## config.mk

```make
export PLATFORM = sky130hd
export DESIGN_NAME = wf_credit_limiter
export DESIGN_NICKNAME = d
export VERILOG_FILES = /design/src/rtl/wfcl_pkg.sv /design/src/rtl/wfcl_counter.sv /design/src/rtl/wfcl_wave_slot.sv /design/src/rtl/wfcl_token_pool.sv /design/src/rtl/wf_credit_limiter.sv
export SDC_FILE = /design/constraint.sdc
export NUM_CORES = 1
export LEC_CHECK = 0
export ABC_AREA = 1
export CAP_MARGIN = 30
export CORE_ASPECT_RATIO = 1.1
export CORE_MARGIN = 2
export CORE_UTILIZATION = 45
export CTS_CLUSTER_DIAMETER = 120
export DETAILED_ROUTE_END_ITERATION = 12
export PLACE_DENSITY = 0.67
export SETUP_SLACK_MARGIN = 0.1
export SKIP_LAST_GASP = 1
export SYNTH_ARGS = -nofsm -noshare
export SYNTH_HDL_FRONTEND = slang
export SYNTH_SLANG_ARGS = --single-unit
```

## constraint.sdc

```tcl
create_clock -name clk -period 3.5 [get_ports clk]
set_input_delay 1.05 -clock clk [delete_from_list [all_inputs] [get_ports clk]]
set_output_delay 1.05 -clock clk [all_outputs]
set_load 0.05 [all_outputs]
```

## src/rtl/wfcl_pkg.sv

```systemverilog
package wfcl_pkg;
  typedef enum logic [1:0] {
    OP_LOAD   = 2'd0,
    OP_STORE  = 2'd1,
    OP_ATOMIC = 2'd2,
    OP_SYNC   = 2'd3
  } mem_op_e;

  // class touches the read counter
  function automatic logic op_reads(input mem_op_e k);
    return k != OP_STORE;
  endfunction

  // class touches the write counter
  function automatic logic op_writes(input mem_op_e k);
    return k != OP_LOAD;
  endfunction
endpackage

```

## src/rtl/wfcl_counter.sv

```systemverilog
module wfcl_counter #(
  parameter int CW = 4
) (
  input  logic          clk,
  input  logic          rst,
  input  logic          inc,
  input  logic          dec,
  output logic [CW-1:0] count,
  output logic          underflow
);
  logic          can_dec;
  logic [CW-1:0] next_count;

  always_comb begin
    can_dec    = dec && (count != '0);
    underflow  = dec && (count == '0);
    next_count = count + {{(CW-1){1'b0}}, inc} - {{(CW-1){1'b0}}, can_dec};
  end

  always_ff @(posedge clk) begin
    if (rst) count <= '0;
    else     count <= next_count;
  end
endmodule

```

## src/rtl/wfcl_wave_slot.sv

```systemverilog
module wfcl_wave_slot
  import wfcl_pkg::*;
#(
  parameter int MAX_REQ = 8,
  parameter int CW      = 4
) (
  input  logic    clk,
  input  logic    rst,
  input  logic    issue_en,
  input  mem_op_e issue_op,
  input  logic    done_en,
  input  mem_op_e done_op,
  output logic    at_limit,
  output logic    underflow
);
  localparam int SW = CW + 1;

  logic [CW-1:0] rd_cnt, wr_cnt;
  logic          rd_uf, wr_uf;
  logic [SW-1:0] total;

  wfcl_counter #(.CW(CW)) u_rd (
    .clk(clk), .rst(rst),
    .inc(issue_en && op_reads(issue_op)),
    .dec(done_en && op_reads(done_op)),
    .count(rd_cnt), .underflow(rd_uf)
  );

  wfcl_counter #(.CW(CW)) u_wr (
    .clk(clk), .rst(rst),
    .inc(issue_en && op_writes(issue_op)),
    .dec(done_en && op_writes(done_op)),
    .count(wr_cnt), .underflow(wr_uf)
  );

  always_comb begin
    total     = {1'b0, rd_cnt} + {1'b0, wr_cnt};
    at_limit  = total >= SW'(MAX_REQ);
    underflow = rd_uf || wr_uf;
  end
endmodule

```

## src/rtl/wfcl_token_pool.sv

```systemverilog
module wfcl_token_pool #(
  parameter int TOKENS = 64,
  parameter int TW     = 7
) (
  input  logic          clk,
  input  logic          rst,
  input  logic          take,
  input  logic          give,
  output logic [TW-1:0] count,
  output logic          avail
);
  logic [TW:0] sum;

  always_comb begin
    avail = count != '0;
    sum   = {1'b0, count} + {{TW{1'b0}}, give} - {{TW{1'b0}}, take};
  end

  always_ff @(posedge clk) begin
    if (rst)                          count <= TW'(TOKENS);
    else if (sum > (TW+1)'(TOKENS))   count <= TW'(TOKENS);
    else                              count <= sum[TW-1:0];
  end
endmodule

```

## src/rtl/wf_credit_limiter.sv

```systemverilog
module wf_credit_limiter
  import wfcl_pkg::*;
#(
  parameter int NUM_WF  = 4,
  parameter int MAX_REQ = 8,
  parameter int TOKENS  = 64,
  localparam int WW     = (NUM_WF > 1) ? $clog2(NUM_WF) : 1
) (
  input  logic          clk,
  input  logic          rst,
  input  logic          iss_valid,
  input  logic [WW-1:0] iss_wf,
  input  logic [1:0]    iss_op,
  input  logic          iss_lanes_zero,
  input  logic          cmp_valid,
  input  logic [WW-1:0] cmp_wf,
  input  logic [1:0]    cmp_op,
  input  logic          tok_ret,
  output logic          iss_grant,
  output logic          err_underflow
);
  localparam int CW = $clog2(MAX_REQ + 2);
  localparam int TW = $clog2(TOKENS + 1);

  logic [NUM_WF-1:0] limit_vec, uf_vec;
  logic [TW-1:0]     tok_cnt;
  logic              tok_avail;
  logic              grant_now;

  always_comb begin
    grant_now = iss_valid && !limit_vec[iss_wf] && tok_avail;
  end

  for (genvar w = 0; w < NUM_WF; w++) begin : g_wave
    wfcl_wave_slot #(.MAX_REQ(MAX_REQ), .CW(CW)) u_slot (
      .clk(clk), .rst(rst),
      .issue_en(grant_now && (iss_wf == WW'(w))),
      .issue_op(mem_op_e'(iss_op)),
      .done_en(cmp_valid && (cmp_wf == WW'(w))),
      .done_op(mem_op_e'(cmp_op)),
      .at_limit(limit_vec[w]),
      .underflow(uf_vec[w])
    );
  end

  wfcl_token_pool #(.TOKENS(TOKENS), .TW(TW)) u_pool (
    .clk(clk), .rst(rst),
    .take(grant_now && !iss_lanes_zero),
    .give(tok_ret),
    .count(tok_cnt),
    .avail(tok_avail)
  );

  always_ff @(posedge clk) begin
    if (rst) begin
      iss_grant     <= 1'b0;
      err_underflow <= 1'b0;
    end else begin
      iss_grant     <= grant_now;
      err_underflow <= err_underflow || (|uf_vec);
    end
  end
endmodule

```

; ---- Yosys cells after proc, flatten, opt, wreduce, memory -nomap -nowiden
; Cells that the tools add are included.
[word_totals]
ff_bits = 41
wordCells = 122
[classes]
mux = 2
order_cmp = 6
eq_ne = 8
reduce_logical = 73
add_sub_neg = 22
[op_table]
columns = cell, n
row1 = 1-bit logical AND, 43
row2 = 4-bit by 1-bit adder with 4-bit output, 8
row3 = 4-bit zero test, 8
row4 = 4-bit nonzero test, 8
row5 = 4-bit by 1-bit subtractor with 4-bit output, 8
row6 = 4-bit by 4-bit adder with 5-bit output, 4
row7 = "5-bit by 4-bit >= comparator with 1-bit output, second input constant", 4
row8 = 7-bit by 1-bit adder with 8-bit output, 1
row9 = "2-bit equality test, second input constant", 4
row10 = "8-bit by 7-bit greater-than comparator with 1-bit output, second input constant", 1
row11 = 8-bit by 1-bit subtractor with 8-bit output, 1
row12 = 7-bit nonzero test, 1
row13 = 1-bit logical OR, 5
row14 = "2-bit by 1-bit equality test with 1-bit output, second input constant", 2
row15 = 2-bit zero test, 2
row16 = "2-bit by 1-bit != test with 1-bit output, second input constant", 2
row17 = 2-bit nonzero test, 2
row18 = 4-bit OR reduction, 1
row19 = "2-bit by 3-bit < comparator with 1-bit output, second input constant", 1
row20 = 1-bit binary-select mux with 2-bit select, 1
row21 = 1-bit zero test, 2
row22 = 2-bit OR reduction, 1
row23 = 1-bit 2-to-1 mux, 1

; ---- Longest topological paths before layout
[depth]
ltp_word = 11
depth_mapped = 25

; ---- By module
; Synthesis repeated with hierarchy kept, for this count alone.
[unflattened]
hier_cells = 554
area_unflattened_um2 = 3804.9
[modules_own_cells]
columns = mod, cells_each, n_inst, seq_area_each_um2, area_each_um2
row1 = wfcl_counter (g_wave[0].u_slot.u_rd ...), 37, 7, 80.1, 285.3
row2 = wfcl_wave_slot, 31, 4, 0.0, 176.4
row3 = wfcl_token_pool, 101, 1, 140.1, 639.4
row4 = wfcl_counter (g_wave[2].u_slot.u_rd), 37, 1, 80.1, 277.8
row5 = wf_credit_limiter, 33, 1, 40.0, 185.2

; ---- Worst setup path before layout
; No wires, ideal clock.
[synth_timing]
path_type = input to register
start = input port iss_wf[1]
end = register u_pool.count[0]
n_path_buf = 0
path_stages = 21
arrival_time_ns = 3.087
path_slack_ns = 0.300
path_cell_list = inv_1 -> nor2_1 -> nand2_1 -> nand2_1 -> nor2_2 -> nand2_1 -> nor2_1 -> ha_1 -> inv_1 -> ha_1 -> inv_1 -> fa_1 -> nand3b_1 -> nand2_1 -> nand3_1 -> nand2_1 -> nand2_1 -> nand2_1 -> nand2_1 -> nand2_2 -> nor2_1
[synth_via]
elab_chain_cells = 9
[synth_lines]
columns = item, line
row1 = start: declaration, wf_credit_limiter.sv:12  ; input logic [WW-1:0] iss_wf,
row2 = 1-bit binary-select mux with 2-bit select (*), wf_credit_limiter.sv:31  ; grant_now = iss_valid && !limit_vec[iss_wf] && tok_avail;
row3 = 1-bit 2-to-1 mux (not written as such) (*), wf_credit_limiter.sv:31
row4 = 1-bit zero test (*), wf_credit_limiter.sv:31
row5 = 1-bit logical AND (*) (2 in a row), wf_credit_limiter.sv:31
row6 = 1-bit logical AND (*), wf_credit_limiter.sv:48  ; .take(grant_now && !iss_lanes_zero),
row7 = 8-bit by 1-bit subtractor with 8-bit output (*), wfcl_token_pool.sv:16  ; sum = {1'b0, count} + {{TW{1'b0}}, give} - {{TW{1'b0}}, take};
row8 = 8-bit by 7-bit greater-than comparator with 1-bit output, wfcl_token_pool.sv:21  ; else if (sum > (TW+1)'(TOKENS)) count <= TW'(TOKENS);
row9 = 2-bit OR reduction (no line), n/a
row10 = end signal: assignment, wfcl_token_pool.sv:20  ; if (rst) count <= TW'(TOKENS);
row11 = end signal: assignment, wfcl_token_pool.sv:21
row12 = end signal: assignment, wfcl_token_pool.sv:22  ; else count <= sum[TW-1:0];
row13 = end: declaration, wfcl_token_pool.sv:9  ; output logic [TW-1:0] count,
; Every way passes the cells marked *; elsewhere a longest branch is shown, timed or not. The select of a mux whose other input is x is not followed.
; A chain may end at the register's enable or synchronous reset.

; ---- Final worst setup path
[layout_timing]
start = register g_wave[3].u_slot.u_wr.count[0]
end = register u_pool.count[4]
[layout_via]
elab_chain_cells = 11
[layout_lines]
columns = item, line
row1 = start: declaration, wfcl_counter.sv:8  ; output logic [CW-1:0] count,
row2 = start signal: assignment, wfcl_counter.sv:22  ; else count <= next_count;
row3 = 4-bit by 4-bit adder with 5-bit output (*), wfcl_wave_slot.sv:37  ; total = {1'b0, rd_cnt} + {1'b0, wr_cnt};
row4 = 5-bit by 4-bit >= comparator with 1-bit output (*), wfcl_wave_slot.sv:38  ; at_limit = total >= SW'(MAX_REQ);
row5 = 1-bit binary-select mux with 2-bit select (*), wf_credit_limiter.sv:31
row6 = 1-bit 2-to-1 mux (not written as such) (*), wf_credit_limiter.sv:31
row7 = 1-bit zero test (*), wf_credit_limiter.sv:31
row8 = 1-bit logical AND (*) (2 in a row), wf_credit_limiter.sv:31
row9 = 1-bit logical AND (*), wf_credit_limiter.sv:48
row10 = 8-bit by 1-bit subtractor with 8-bit output (*), wfcl_token_pool.sv:16
row11 = 8-bit by 7-bit greater-than comparator with 1-bit output, wfcl_token_pool.sv:21
row12 = 2-bit OR reduction (no line), n/a
; Marks and branches as above.

==> impl_metrics.ini <==
[timing]
final-hold-violation-count = 0
drv_slew = 0
maxSlewHeadroom = 0.665
layout_min_cycle_time_ns = 3.21
worstMarginPinSlew_ns = 0.501
setup_viol = 0
fmax_mhz = 311
rsz0062_at_grt = true
finalClockSkew_ns = 0.00354
finalCritPeriodShare = 0.918

[cts]
htreeDepth = 2
numCtsBuffers = 5
cts_root_buffer = clkbuf_8
clock_sinks = 41
clk_pin_slew_ns = 0.08
clk_latency_ns = 0.30
clockBufferDepth = 2
cts_tree = built

[route]
viasPerCell = 4.88
wirelength_met1_mm = 3.14
post-route-drc-count = 0
routed_wl_mm = 6.70
routedWlPerCell_um = 11.4
drtAntennaViolNets = 0
first_pass_iters = 4
wl_met2_mm = 3.19
drt_iter0_drc = 84
vias = 2853
wl_met3_um = 244
top_layer = met4

[setup_path]
critical_path_class = flop to flop
max_stage_delay_ns = 0.37
cp_max_fo = 6
end_kind = flop
critPathArrivalTime_ns = 3.42
crit_path_frequent_cell = nand2_2
startpoint_type = flop
critical_path.top_delay_family = simple AND/OR/NAND/NOR gates
cp_slowest_cell = dfxtp_2
worstPathRequired_ns = 3.70
cp_num_buf_inv = 3

[pwr]
combPwrFrac = 0.607
p_seq_frac = 0.267
p_leak_nw = 1.92
p_switching_w = 0.00117
power.share.clock = 0.126
irDropWorstVdd_mv = 0.697
switching_share = 0.451
p_int_w = 0.00143
power.density_nw_per_um2 = 651

[die]
initial_utilization = 0.460
core_um2 = 7390
num_io_pins = 16
rows = 33
die_h_um = 95.1
die-area_um2 = 8260
die-width_um = 86.8

[grt]
grt_pass1_wl_mm = 11.7
grt_usage = 0.180
overflow = 0
grt_pass1_vias = 2747
grt_max_degree = 24
antenna_found_initial = 0

[synthesis]
synthCells = 464
synth_seq_cells = 41
ys_warn_count = 0
syn_avg_cell_area_um2 = 7.32
syn_area_um2 = 3400
synth_cell_types = 25
syn-num-nets = 557
ys_seq_area_frac = 0.242

[final_layout]
drive_gt1_frac = 0.147
stdcell_count = 585
syn2layout_area_growth_pct = 17.6
antenna_cells = 0
postLayoutCoreUtil = 0.541
fin_nets = 591

[placed_design]
port_buffers = 15
hpwl_mm = 5.31
placed_cells = 572
place_congestion = 0.824

[flow_run]
max-cap-violations = 0

[outcome]
status = completed

[min_path]
hp-class = flop to flop
==> what timing repair did <==
item                                    4_1_cts  5_1_grt
buffers inserted                              0        6
pin swaps                                     3       15
endpoints found under the setup margin        7        8
hold buffers                                  0        0
resized for setup                             5       51
gates cloned                                  0        0
==> final cells by class <==
cell class | instances | area [um^2]
clock buffers | 7 | 86.3
fillers | 707 | 3400
inverters | 108 | 405
multi-input cells | 312 | 2300
flip-flops and latches | 41 | 838
well taps | 87 | 109
repair buffers | 30 | 255
==> worst paths after layout <==
| kind | startpoint | end | slack (ns) | depth (start not counted) |
|---|---|---|---|---|
| worst min register to register | g_wave[0].u_slot.u_rd.count[3] | g_wave[0].u_slot.u_rd.count[3] | 0.59 | 3 |
| worst max register to register | g_wave[3].u_slot.u_wr.count[0] | u_pool.count[4] | 0.29 | 25 |
| worst min-delay path | g_wave[0].u_slot.u_rd.count[3] | g_wave[0].u_slot.u_rd.count[3] | 0.59 | 3 |
| worst max-delay path | g_wave[3].u_slot.u_wr.count[0] | u_pool.count[4] | 0.29 | 25 |
==> power groups by stage <==
| stage | sequential [W] | combinational (W) | clock (W) |
|---|---|---|---|
| 2_1_floorplan | 0.000683 | 0.00107 | 0 |
| 3_3_place_gp | 0.000683 | 0.00137 | 0 |
| 3_5_place_dp | 0.000684 | 0.00142 | 0 |
| 4_1_cts | 0.000674 | 0.00143 | 0.000335 |
| 5_1_grt | 0.000711 | 0.00184 | 0.000354 |
| 6_report | 0.000694 | 0.00158 | 0.000327 |
==> flip-flops by register name (all words and copies together) (netlist names) <==
name,count
g_wave.u_slot.u_rd.count,16
g_wave.u_slot.u_wr.count,16
u_pool.count,7
err_underflow,1
iss_grant,1
==> cell families after synthesis <==
logic type               Yosys count  synth area share
AND/OR/NAND/NOR                  179             0.219
buffers and inverters            111             0.123
adder cells (fa/ha/maj)           79             0.320
AO/OA/AOI/OAI                     47            0.0788
flip-flops                        41             0.242
XOR/XNOR                           7            0.0180
==> through the flow <==
step / TNS [ns] / cell area (um^2) / power (W) / hold slack [ns] / setup slack [ns]
4_1_cts: 0 / 3800 / 0.00244 / 0.598 / 0.131
5_1_grt: 0 / 4000 / 0.00291 / 0.638 / 0.0374
6_report: 0 / 4000 / 0.00260 / 0.591 / 0.285
3_3_place_gp: -1.89 / 3710 / 0.00206 / 0.574 / -0.288
3_5_place_dp: -2.67 / 3710 / 0.00210 / 0.587 / -0.412
2_1_floorplan: 0 / 3400 / 0.00175 / 0.559 / 0.300
==> Yosys cell counts (all sizes together) <==
cell type,instances,share of area
xor2,6,0.015
and2,1,0.0018
clkbuf,2,0.0022
nand3,31,0.046
dfxtp,41,0.24
nor3,5,0.0074
a211oi,6,0.013
nand2,59,0.066
buf,1,0.0011
xnor2,1,0.0026
a21o,1,0.0022
o21a,2,0.0044
a31oi,3,0.0055
nand3b,4,0.0088
ha,66,0.24
o21ai,11,0.016
o31ai,1,0.0022
fa,13,0.077
nor2,78,0.088
a21oi,23,0.035
nor4,1,0.0018
inv,108,0.12
==> per-layer routing <==
metal | vias to the layer above | global-route usage
met5 | - | 0
met4 | 0 | 0.0599
met3 | 11 | 0.0329
met2 | 39 | 0.309
met1 | 1288 | 0.226
li1 | 1515 | -
==> placed cells by master, fill, tap and decap left out <==
cell	count
nand2_1	53
inv_2	3
ha_1	59
nor3_1	5
nand3b_1	4
clkbuf_1	1
a21oi_1	20
fa_2	3
nor2_1	68
nor4_2	1
nand2_4	1
nand3_2	2
a31oi_1	3
a21oi_2	3
a211oi_1	6
dfxtp_2	14
a21o_1	1
o21a_1	2
inv_1	105
fa_1	10
xor2_1	6
ha_2	2
and2_1	1
buf_4	15
clkbuf_8	6
nand2_2	5
xnor2_1	1
dlymetal6s2s_1	1
clkdlybuf4s50_1	12
nor2_2	10
nand3_1	29
ha_4	5
o31ai_2	1
clkbuf_2	2
o21ai_0	11
dfxtp_1	27
==> worst register-to-register path: cells and delay by family (launching register included) <==
kind,cells,cell delay [ns]
adder cells (fa/ha/maj),5,1.29
flip-flops,1,0.37
AND/OR/NAND/NOR,17,1.32
buffers and inverters,3,0.14
Power figures use the tool's default switching activity.
